==> src/rtl/apb_slot_pkg.sv <==
package apb_slot_pkg;
  localparam int DW = 32;
  localparam int AW = 32;

  typedef struct packed {
    logic [DW-1:0] rdata;
    logic          ready;
    logic          err;
  } slot_resp_t;
endpackage

==> src/rtl/apb_slot_decode.sv <==
module apb_slot_decode #(
  parameter int NUM_SLOTS = 4,
  parameter int OFS_W     = 16,
  parameter int IDX_W     = 4,
  parameter int REG_SLOT  = 1
) (
  input  logic                   sel,
  input  logic [OFS_W+IDX_W-1:0] addr,
  output logic [NUM_SLOTS-1:0]   port_hit,
  output logic                   reg_hit,
  output logic                   empty_hit
);
  logic [IDX_W-1:0] idx;
  assign idx = addr[OFS_W+IDX_W-1:OFS_W];

  for (genvar i = 0; i < NUM_SLOTS; i++) begin : g_hit
    if (i == REG_SLOT) begin : g_reg
      assign port_hit[i] = 1'b0;
    end else begin : g_port
      assign port_hit[i] = sel && (idx == IDX_W'(i));
    end
  end

  assign reg_hit   = sel && (idx == IDX_W'(REG_SLOT));
  assign empty_hit = sel && !reg_hit && !(|port_hit);
endmodule

==> src/rtl/apb_ind_reg.sv <==
module apb_ind_reg #(
  parameter int HI_W = 16
) (
  input  logic            clk,
  input  logic            rst_n,
  input  logic            wr_en,
  input  logic [HI_W-1:0] wr_hi,
  output logic [HI_W-1:0] hi_q
);
  logic [HI_W-1:0] hi_d;

  always_comb begin
    hi_d = hi_q;
    if (wr_en) hi_d = wr_hi;
  end

  always_ff @(posedge clk or negedge rst_n) begin
    if (!rst_n) hi_q <= '0;
    else        hi_q <= hi_d;
  end
endmodule

==> src/rtl/apb_resp_mux.sv <==
module apb_resp_mux
  import apb_slot_pkg::*;
#(
  parameter int NUM_SLOTS = 4
) (
  input  logic [NUM_SLOTS-1:0]    port_hit,
  input  logic                    reg_hit,
  input  logic                    empty_hit,
  input  logic [DW-1:0]           reg_rdata,
  input  logic [NUM_SLOTS*DW-1:0] dn_rdata,
  input  logic [NUM_SLOTS-1:0]    dn_ready,
  input  logic [NUM_SLOTS-1:0]    dn_err,
  output slot_resp_t              resp
);
  always_comb begin
    resp = '0;
    for (int i = 0; i < NUM_SLOTS; i++) begin
      if (port_hit[i]) begin
        resp.rdata = resp.rdata | dn_rdata[i*DW +: DW];
        resp.ready = resp.ready | dn_ready[i];
        resp.err   = resp.err   | dn_err[i];
      end
    end
    if (reg_hit) begin
      resp.rdata = reg_rdata;
      resp.ready = 1'b1;
    end
    if (empty_hit) begin
      resp.ready = 1'b1;
      resp.err   = 1'b1;
    end
  end
endmodule

==> src/rtl/apb_slot_fabric.sv <==
module apb_slot_fabric
  import apb_slot_pkg::*;
#(
  parameter int NUM_SLOTS = 4,
  parameter int OFS_W     = 16,
  parameter int IDX_W     = 4
) (
  input  logic                        pclk,
  input  logic                        presetn,
  input  logic                        up_sel,
  input  logic                        up_en,
  input  logic                        up_write,
  input  logic [OFS_W+IDX_W-1:0]      up_addr,
  input  logic [DW-1:0]               up_wdata,
  output logic [DW-1:0]               up_rdata,
  output logic                        up_ready,
  output logic                        up_err,
  output logic [NUM_SLOTS-1:0]        dn_sel,
  output logic                        dn_en,
  output logic                        dn_write,
  output logic [AW-1:0]               dn_addr,
  output logic [DW-1:0]               dn_wdata,
  input  logic [NUM_SLOTS*DW-1:0]     dn_rdata,
  input  logic [NUM_SLOTS-1:0]        dn_ready,
  input  logic [NUM_SLOTS-1:0]        dn_err
);
  localparam int HI_W     = AW - OFS_W;
  localparam int REG_SLOT = 1;
  localparam int WIDE_SLOT = 0;

  logic [NUM_SLOTS-1:0] port_hit;
  logic                 reg_hit;
  logic                 empty_hit;
  logic                 reg_wr;
  logic [HI_W-1:0]      hi_q;
  logic [OFS_W-1:0]     offset;
  slot_resp_t           resp;

  apb_slot_decode #(
    .NUM_SLOTS(NUM_SLOTS), .OFS_W(OFS_W), .IDX_W(IDX_W), .REG_SLOT(REG_SLOT)
  ) u_decode (
    .sel(up_sel), .addr(up_addr),
    .port_hit(port_hit), .reg_hit(reg_hit), .empty_hit(empty_hit)
  );

  // register commits on the completing access cycle (no wait states)
  assign reg_wr = reg_hit && up_en && up_write;

  apb_ind_reg #(.HI_W(HI_W)) u_ind (
    .clk(pclk), .rst_n(presetn), .wr_en(reg_wr),
    .wr_hi(up_wdata[DW-1:OFS_W]), .hi_q(hi_q)
  );

  apb_resp_mux #(.NUM_SLOTS(NUM_SLOTS)) u_mux (
    .port_hit(port_hit), .reg_hit(reg_hit), .empty_hit(empty_hit),
    .reg_rdata({hi_q, {OFS_W{1'b0}}}),
    .dn_rdata(dn_rdata), .dn_ready(dn_ready), .dn_err(dn_err),
    .resp(resp)
  );

  assign offset   = up_addr[OFS_W-1:0];
  assign dn_sel   = port_hit;
  assign dn_en    = up_en;
  assign dn_write = up_write;
  assign dn_wdata = up_wdata;
  assign dn_addr  = port_hit[WIDE_SLOT] ? {hi_q, offset} : {{HI_W{1'b0}}, offset};

  assign up_rdata = resp.rdata;
  assign up_ready = resp.ready;
  assign up_err   = resp.err;
endmodule

==> config.mk <==
export PLATFORM = sky130hd
export DESIGN_NAME = apb_slot_fabric
export DESIGN_NICKNAME = d
export VERILOG_FILES = /design/src/rtl/apb_slot_pkg.sv /design/src/rtl/apb_slot_decode.sv /design/src/rtl/apb_ind_reg.sv /design/src/rtl/apb_resp_mux.sv /design/src/rtl/apb_slot_fabric.sv
export SDC_FILE = /design/constraint.sdc
export NUM_CORES = 1
export LEC_CHECK = 0
export CORE_AREA = 2 2 116 118
export DETAILED_ROUTE_END_ITERATION = 16
export DIE_AREA = 0 0 118 120
export DONT_BUFFER_PORTS = 1
export PLACE_DENSITY_LB_ADDON = 0.2
export SLEW_MARGIN = 20
export SYNTH_ARGS = -nofsm -noshare
export SYNTH_HDL_FRONTEND = slang
export SYNTH_HIERARCHICAL = 1
export SYNTH_SLANG_ARGS = --single-unit
==> constraint.sdc <==
create_clock -name pclk -period 1.1 [get_ports pclk]
set_input_delay 0 -clock pclk [delete_from_list [all_inputs] [get_ports pclk]]
set_output_delay 0 -clock pclk [all_outputs]
set_load 0.02 [all_outputs]
# Word-level counts from Yosys, hierarchy flattened
# Cells that the tools add are included.
[totals]
reg_bits = 16
latchBits = 0
ram_bits = 0
rom_bits = 0
out_inout_bits = 104
n_memories = 0
[classes]
addsub = 0
mul = 0
n_div = 0
order_cmp = 0
eq_ne = 3
shift = 0
mux = 6
bitwise = 6
n_reduce_logical = 12
[ops]
columns = ["op", "count"]
rows = [
  ["$mux 34", 3],
  ["$or 32x32->32", 2],
  ["$mux 33", 1],
  ["$mux 32", 1],
  ["$eq 4x2->1 const B", 2],
  ["$logic_and 1x1->1", 8],
  ["$eq 4x1->1 const B", 1],
  ["$logic_not 4->1", 1],
  ["$or 1x1->1", 4],
  ["$reduce_or 3->1", 1],
  ["$logic_not 1->1", 2],
  ["$mux 2", 1],
]

# Longest topological paths before layout
# Gate-level depths: netlist (run 1).
[depth]
word_depth = 9
mapped_depth = 6

# Hierarchy
# Netlist (run 1), hierarchy kept.
[by_module_without_submodules]
columns = ["module", "n_inst", "cells_per_inst", "area_per_inst_um2", "seq_area_each_um2"]
rows = [
  ["apb_resp_mux", 1, 157, 1064.8, 0.0],
  ["apb_ind_reg", 1, 34, 649.4, 400.4],
  ["apb_slot_fabric", 1, 69, 511.7, 0.0],
  ["apb_slot_decode", 1, 8, 70.1, 0.0],
]

# Least setup slack after synthesis (run 1)
# OpenSTA, ideal clock, no wires.
[synth_timing]
kind = "input port to output port"
startpoint = "in up_addr[19]"
endpoint = "out up_rdata[10]"
arrival_time_ps = 1397
setup_slack_ps = -297
path_stages = 6
n_path_buf = 2
cell_sequence = "nor2_4 -> and4bb_1 -> buf_6 -> buf_2 -> a22oi_1 -> a31oi_1"
[synth_via]
elab_chain_cells = 8
word_cells_on_any_way = 14
[synth_rtl]
columns = ["element", "line_no", "source"]
rows = [
  ["start: declaration", "apb_slot_fabric.sv:13", "input logic [OFS_W+IDX_W-1:0] up_addr,"],
  ["$logic_not 4->1 *", "apb_slot_decode.sv:20", "assign port_hit[i] = sel && (idx == IDX_W'(i));"],
  ["$logic_and 1x1->1 *", "apb_slot_decode.sv:20", ""],
  ["named net dn_sel[0]", "apb_slot_fabric.sv:18", "output logic [NUM_SLOTS-1:0] dn_sel,"],
  ["$mux 34 *", "apb_resp_mux.sv:18", "if (port_hit[i]) begin"],
  ["$or 32x32->32", "apb_resp_mux.sv:19", "resp.rdata = resp.rdata | dn_rdata[i*DW +: DW];"],
  ["$mux 34 *", "apb_resp_mux.sv:18", ""],
  ["$or 32x32->32", "apb_resp_mux.sv:19", ""],
  ["$mux 34 *", "apb_resp_mux.sv:18", ""],
  ["$mux 33 *", "apb_resp_mux.sv:24", "if (reg_hit) begin"],
  ["end: declaration", "apb_slot_fabric.sv:15", "output logic [DW-1:0] up_rdata,"],
]
# The timed path passes the listed nets; every way through them passes the cells marked *.

# Worst setup path after layout (run 1)
[layout_timing]
startpoint = "in up_addr[19]"
endpoint = "out up_rdata[0]"
[layout_via]
elab_chain_cells = 8
word_cells_on_any_way = 14
[layout_rtl]
columns = ["element", "line_no"]
rows = [
  ["$logic_not 4->1", "apb_slot_decode.sv:20"],
  ["$logic_and 1x1->1", "apb_slot_decode.sv:20"],
  ["$mux 34", "apb_resp_mux.sv:18"],
  ["$or 32x32->32", "apb_resp_mux.sv:19"],
  ["$mux 34", "apb_resp_mux.sv:18"],
  ["$or 32x32->32", "apb_resp_mux.sv:19"],
  ["$mux 34", "apb_resp_mux.sv:18"],
  ["$mux 33 *", "apb_resp_mux.sv:24"],
]
# Every way passes the cells marked *; elsewhere a longest branch is shown, timed or not.

==> flow_summary.yaml, run 1 <==
global_routing:
  grt.met3_usage: 0.0223
  grt_max_degree: 36
  antenna_found_initial: 0
  grt_use_met2: 0.203
  grt_pass1_vias: 2216
  grt_usage: 0.110
  overflow: 0
  grt_busiest_layer: "met2"
  grt_pass1_wl_um: 12100
  use_met1: 0.124
logic_synthesis:
  synth_top_area_share: 0.209
  ys_seq_area_frac: 0.174
  syn-mean-instance-area_um2: 8.57
  synthFlopType: "dfrtp_1"
  async_flop_share: 1.00
  synth-edff-count: 0
  ys_warn_count: 6
  synthTopCellsByArea: "a22oi_1 21%, dfrtp_1 17%, buf_4 17%, nor2b_1 9.0%, a31oi_1 8.7%"
  synth.cell_area_mm2: 0.00230
  synth_common_cells: "64 x a22oi_1, 51 x buf_4, 33 x nor2b_1, 32 x a31oi_1, 16 x dfrtp_1"
  yosysUniqueCellTypes: 24
  synth_area_leader_cell: "a22oi_1"
  synthCells: 268
  ys_seq_elements: 16
  synth.most_common_cell: "a22oi_1"
sta:
  layout_min_cycle_time_ns: 1.16
  timing.setup.tns_ns: -1.08
  slew_violations: 0
  fin_ws_ns: -0.0587
  slew_headroom: 0.442
  finalSetupViolations: 32
  worst_pin_slew_ns: 0.834
  holdWs_ns: 0.00000530
  finalCritPeriodShare: 1.05
  finalHoldViolations: 0
  timing.fmax_mhz: 863
  final.setup_skew_ns: 0
  rsz0062_at_grt: "yes"
clock_tree:
  cts_tree: "done"
  htree_levels: 1
  clockBufferDepth: 2
  clk_latency_ns: 0.25
  numCtsBuffers: 3
  root_buffer: "clkbuf_16"
  cts_sinks: 16
critical_path:
  crit_type: "input port to primary output"
  arrival_ns: 1.16
  critPathSlowestCell: "and4bb_4"
  path_cells: "nor2_4, buf_6, and4bb_4, buf_12, a22oi_1, a31oi_2, buf_4"
  max_stage_delay_ns: 0.27
  crit_fanout: 24
  start_kind: "input port"
  ff2ff_setup_slack_ns: 0.22
  crit_required_ns: 1.10
  cp-end-kind: "primary output"
finish:
  num_antenna_cells: 0
  nets: 473
  area_growth_pct: 32.2
  stdcell_count: 455
  final_layout_size_suffix_gt1_frac: 0.477
  largest_reg_flops: 16
  regMostFlops: "u_ind/hi_q"
  largestRegisters: "u_ind/hi_q: 16 flops"
power_and_ir_drop:
  pwr-share-seq: 0.312
  p_int_mw: 1.65
  peakVddDrop_mv: 0.407
  switchingPower_mw: 0.702
  p_comb_frac: 0.348
  power.total_mw: 2.35
  powerDensity_mw_per_mm2: 773
  swShare: 0.299
  power_frac_clock: 0.340
  p_leak_nw: 1.11
run:
  drv_cap: 0
routing:
  ant_nets: 0
  drt_first_pass_iters: 4
  via_per_inst: 4.81
  drt-initial-drc-count: 90
  drc: 0
  wl_um: 8610
  dr_total_vias: 2189
  wl_per_cell_um: 18.9
placed_design:
  buffer_ports.inserted: 0
  post-dp-hpwl_um: 6920
  gp_congestion: 0.703
  dpl.cell_count: 433
die:
  core_mm2: 0.0130
  ios: 297
  die_area_mm2: 0.0142
  die_h_um: 120
  start_util: 0.177
  die_width_um: 118
  rows: 42
status:
  violations: "setup timing"
  status: "finished with violations"
min_path:
  hp-class: "input port to primary output"
[cells in the final DEF (no fill, tap or decap), types with 2 or more instances in the layout]
cell type	synthesis	final
clkbuf_16	0	3
mux2_4	10	10
a22oi_1	64	54
conb_1	2	17
a222oi_1	2	2
buf_12	1	9
a31oi_2	0	32
nand2_1	2	2
nor2b_2	0	2
buf_6	8	3
a22oi_2	0	10
nor2b_1	33	31
dlygate4sd3_1	0	17
and2_1	4	4
buf_4	51	39
mux2_2	6	6
dfrtp_1	16	16
and4b_2	0	2
and2_2	12	12
[critical path: cells and delay by family]
kind / cells / cell delay (ns)
AOI/OAI and AO/OA: 2 / 0.31
buffers and inverters: 3 / 0.45
and+or+nand+nor: 2 / 0.39
[per-layer routing]
metal,share of wire,vias to the layer above
met5,0,-
met4,0.026,0
met3,0.091,20
met2,0.52,175
met1,0.37,1031
li1,-,963
[area by class of cell]
class	instances	area, um2
clock buffer	4	88.8
fill	1425	9940
inverter	1	3.75
multi-input combinational	190	1650
sequential	16	400
tap	176	220
timing repair buffer	68	677
[power groups by stage]
| stage | logic (mW) | clock network (mW) | registers (mW) |
|---|---|---|---|
| CTS | 0.810 | 0.842 | 0.735 |
| detailed placement | 0.730 | 0 | 0.745 |
| global placement | 0.723 | 0 | 0.744 |
| finish | 0.817 | 0.798 | 0.732 |
| global route | 0.870 | 0.859 | 0.747 |
| floorplan | 0.793 | 0 | 0.716 |
[cells by family (layout without fill, tap and decap cells)]
group | Yosys count | count (layout) | synth area share
buffers and inverters | 77 | 73 | 0.248
muxes | 16 | 16 | 0.0948
DFF | 16 | 16 | 0.174
and+or+nand+nor | 57 | 57 | 0.169
other | 2 | 17 | 0.00327
AOI/OAI and AO/OA | 100 | 100 | 0.311
[stage by stage]
step	util	instance area (um2)	worst slack, ns
finish	0.234	3040	-0.0587
CTS	0.232	3010	-0.0628
global route	0.234	3040	-0.103
detailed placement	0.208	2700	-0.122
floorplan	-	2560	-0.130
global placement	0.208	2700	-0.103
[worst paths after layout]
check                                           start                    endpoint  depth (start not counted)
hold reg to reg            u_ind/hi_q[10]$_DFFE_PN0P_  u_ind/hi_q[10]$_DFFE_PN0P_                          1
hold / removal                           up_wdata[27]                dn_wdata[27]                          0
min in group asynchronous                     presetn   u_ind/hi_q[6]$_DFFE_PN0P_                          1
setup reg to reg            u_ind/hi_q[0]$_DFFE_PN0P_   u_ind/hi_q[0]$_DFFE_PN0P_                          2
max in group asynchronous                     presetn  u_ind/hi_q[10]$_DFFE_PN0P_                          1
setup / recovery                          up_addr[19]                 up_rdata[0]                          7
[what timing repair did]
| action | CTS | global route |
|---|---|---|
| pin swaps | 0 | 1 |
| resized for setup | 9 | 6 |
| hold buffers | 17 | 0 |
| buffers inserted | 1 | 0 |
| setup endpoints to repair | 32 | 33 |
| hold endpoints to repair | 32 | 0 |
Power figures use the tool's default switching activity.
==> run 2: changes to the inputs <==
BUFFER_PORTS_ARGS = -buffer_cell sky130_fd_sc_hd__buf_2   (was unset)
DONT_BUFFER_PORTS = unset   (was 1)
==> run 2 against run 1 <==
The run still ends with setup timing left. Largest cell class is now buffers. Clock skew unchanged. Register-to-register slack better by 0.09 ns. Sequential power about the same. Largest power group unchanged. Worst hold slack about the same. Final area up 39%. Highest routed layer unchanged.
==> flow_summary.yaml, run 2 (synthesis gave the netlist of run 1 again) <==
status:
  status: "finished with violations"
  violations: "setup timing"
placed_design:
  dpl_cell_area_mm2: 0.00359
  buffer_ports.inserted: 231
  gp_congestion: 0.771
  post-dp-hpwl_um: 7750
sta:
  finalSetupViolations: 49
  rsz0062_at_grt: "yes"
  fin_ws_ns: -0.206
  finalCritPeriodShare: 1.19
  layout_min_cycle_time_ns: 1.31
  final.setup_skew_ns: 0
  timing.fmax_mhz: 766
  slew_violations: 0
  finalHoldViolations: 0
  holdWs_ns: 0.00000779
global_routing:
  grt_pass1_wl_um: 14300
  grt_usage: 0.125
  overflow: 0
  antenna_found_initial: 0
  grt_pass1_vias: 2817
  grt_max_degree: 36
die:
  die_width_um: 118
  ios: 297
  core_mm2: 0.0130
  start_util: 0.177
  rows: 42
  die_h_um: 120
  die_area_mm2: 0.0142
finish:
  layout_common_cells: "177 x buf_2, 55 x a22oi_1, 41 x buf_4"
  final_common_cell: "buf_2"
  largestRegisters: "u_ind/hi_q: 16 flops"
  area_growth_pct: 83.5
  stdcell_area_mm2: 0.00421
  num_antenna_cells: 0
  regMostFlops: "u_ind/hi_q"
  fillers: 1411
  nets: 665
  largest_reg_flops: 16
  multi_input_area_mm2: 0.00168
  final_layout_size_suffix_gt1_frac: 0.726
  regArea_um2: 400
critical_path:
  start_kind: "input port"
  rr_worst_depth: 1
  critPathBufInv: 4
  reg2reg_from: "u_ind/hi_q[12]$_DFFE_PN0P_"
  arrival_ns: 1.31
  ff2ff_setup_slack_ns: 0.31
  crit_fanout: 18
  endpoint: "up_rdata[22]"
  cp-end-kind: "primary output"
  r2r_end: "u_ind/hi_q[12]$_DFFE_PN0P_"
  cpMostUsedCell: "buf_6"
  path_cells: "buf_6, nor2_4, buf_6, and4b_4, buf_12, a22oi_1, a31oi_2, buf_4"
  startpoint: "up_addr[19]"
  crit_required_ns: 1.10
  critPathSlowestCell: "and4b_4"
  crit_type: "input port to primary output"
  critPathTopFamily: "buffers and inverters"
  path_depth: 8
  max_stage_delay_ns: 0.31
power_and_ir_drop:
  power.total_mw: 2.73
  p_leak_nw: 1.96
  power_frac_clock: 0.285
  p_int_mw: 1.87
  peakVddDrop_mv: 0.372
  powerDensity_mw_per_mm2: 649
  swShare: 0.314
  p_comb_frac: 0.447
  switchingPower_mw: 0.859
  pwr-share-seq: 0.268
clock_tree:
  cts_sinks: 16
  clk_latency_ns: 0.24
  cts_tree: "done"
  clockBufferDepth: 2
  htree_levels: 1
  root_buffer: "clkbuf_16"
  numCtsBuffers: 3
run:
  drv_cap: 0
routing:
  drc: 0
  wl_per_cell_um: 16.6
  wl_um: 10700
  ant_nets: 0
  via_per_inst: 4.44
  drt-initial-drc-count: 91
  dr_total_vias: 2875
  drt_first_pass_iters: 4
min_path:
  hp-class: "input port to primary output"
-- run 2: changes by cell type in the layout (fill, tap and decap cells not counted), sizes merged --
| cell | change |
|---|---|
| clkbuf | +4 |
| clkinv | +1 |
| buf | +203 |
| inv | -1 |
| dlygate4sd3 | -15 |
-- run 2: per-stage QoR --
| stage | setup slack, ns | instances | setup TNS [ns] | utilization |
|---|---|---|---|---|
| 3_3_place_gp | -0.208 | 630 | -8.64 | 0.277 |
| 3_5_place_dp | -0.240 | 630 | -9.61 | 0.277 |
| 6_report | -0.206 | 647 | -6.80 | 0.325 |
| 2_1_floorplan | -0.130 | 283 | -3.84 | - |
| 5_1_grt | -0.256 | 647 | -9.83 | 0.325 |
| 4_1_cts | -0.208 | 635 | -5.66 | 0.290 |
-- run 2: worst min-delay path by stage --
stage	start	end	slack, ns	cells past startpoint
after floorplan	presetn	u_ind/hi_q[0]$_DFFE_PN0P_	-0.30	0
after global placement	presetn	u_ind/hi_q[5]$_DFFE_PN0P_	-0.07	1
after detailed placement	presetn	u_ind/hi_q[5]$_DFFE_PN0P_	-0.06	1
after CTS	up_addr[11]	dn_addr[11]	0.0001	0
after global routing	up_wdata[2]	dn_wdata[2]	0.00003	0
final	up_addr[1]	dn_addr[1]	0.000008	0
-- run 2: power groups by stage --
stage / Sequential, mW / Clock (mW) / Combinational, mW
finish: 0.733 / 0.779 / 1.22
global route: 0.748 / 0.838 / 1.31
CTS: 0.731 / 0.804 / 1.13
detailed placement: 0.741 / 0 / 1.07
global placement: 0.738 / 0 / 1.06
floorplan: 0.716 / 0 / 0.793
-- run 2: area by class of cell --
class,count,area share
clock buffer,4,0.0211
multi-input combinational,190,0.399
tap,176,0.0523
sequential,16,0.0950
inverter,1,0.00386
timing repair buffer,260,0.429
-- run 2: timing repair --
item,in CTS,in global routing
gates cloned,0,5
setup buffers,0,6
endpoints found under the hold margin,16,1
hold buffers,1,1
endpoints found under the setup margin,37,59
resized for setup,29,82
pin swaps,2,8
-- run 2: per-layer routing --
metal / vias to the layer above / global-route usage / wire length, um
met3: 18 / 0.0242 / 721
met5: - / 0 / 0
li1: 1352 / - / -
met2: 166 / 0.239 / 5490
met1: 1339 / 0.143 / 4290
met4: 0 / 0.0301 / 204
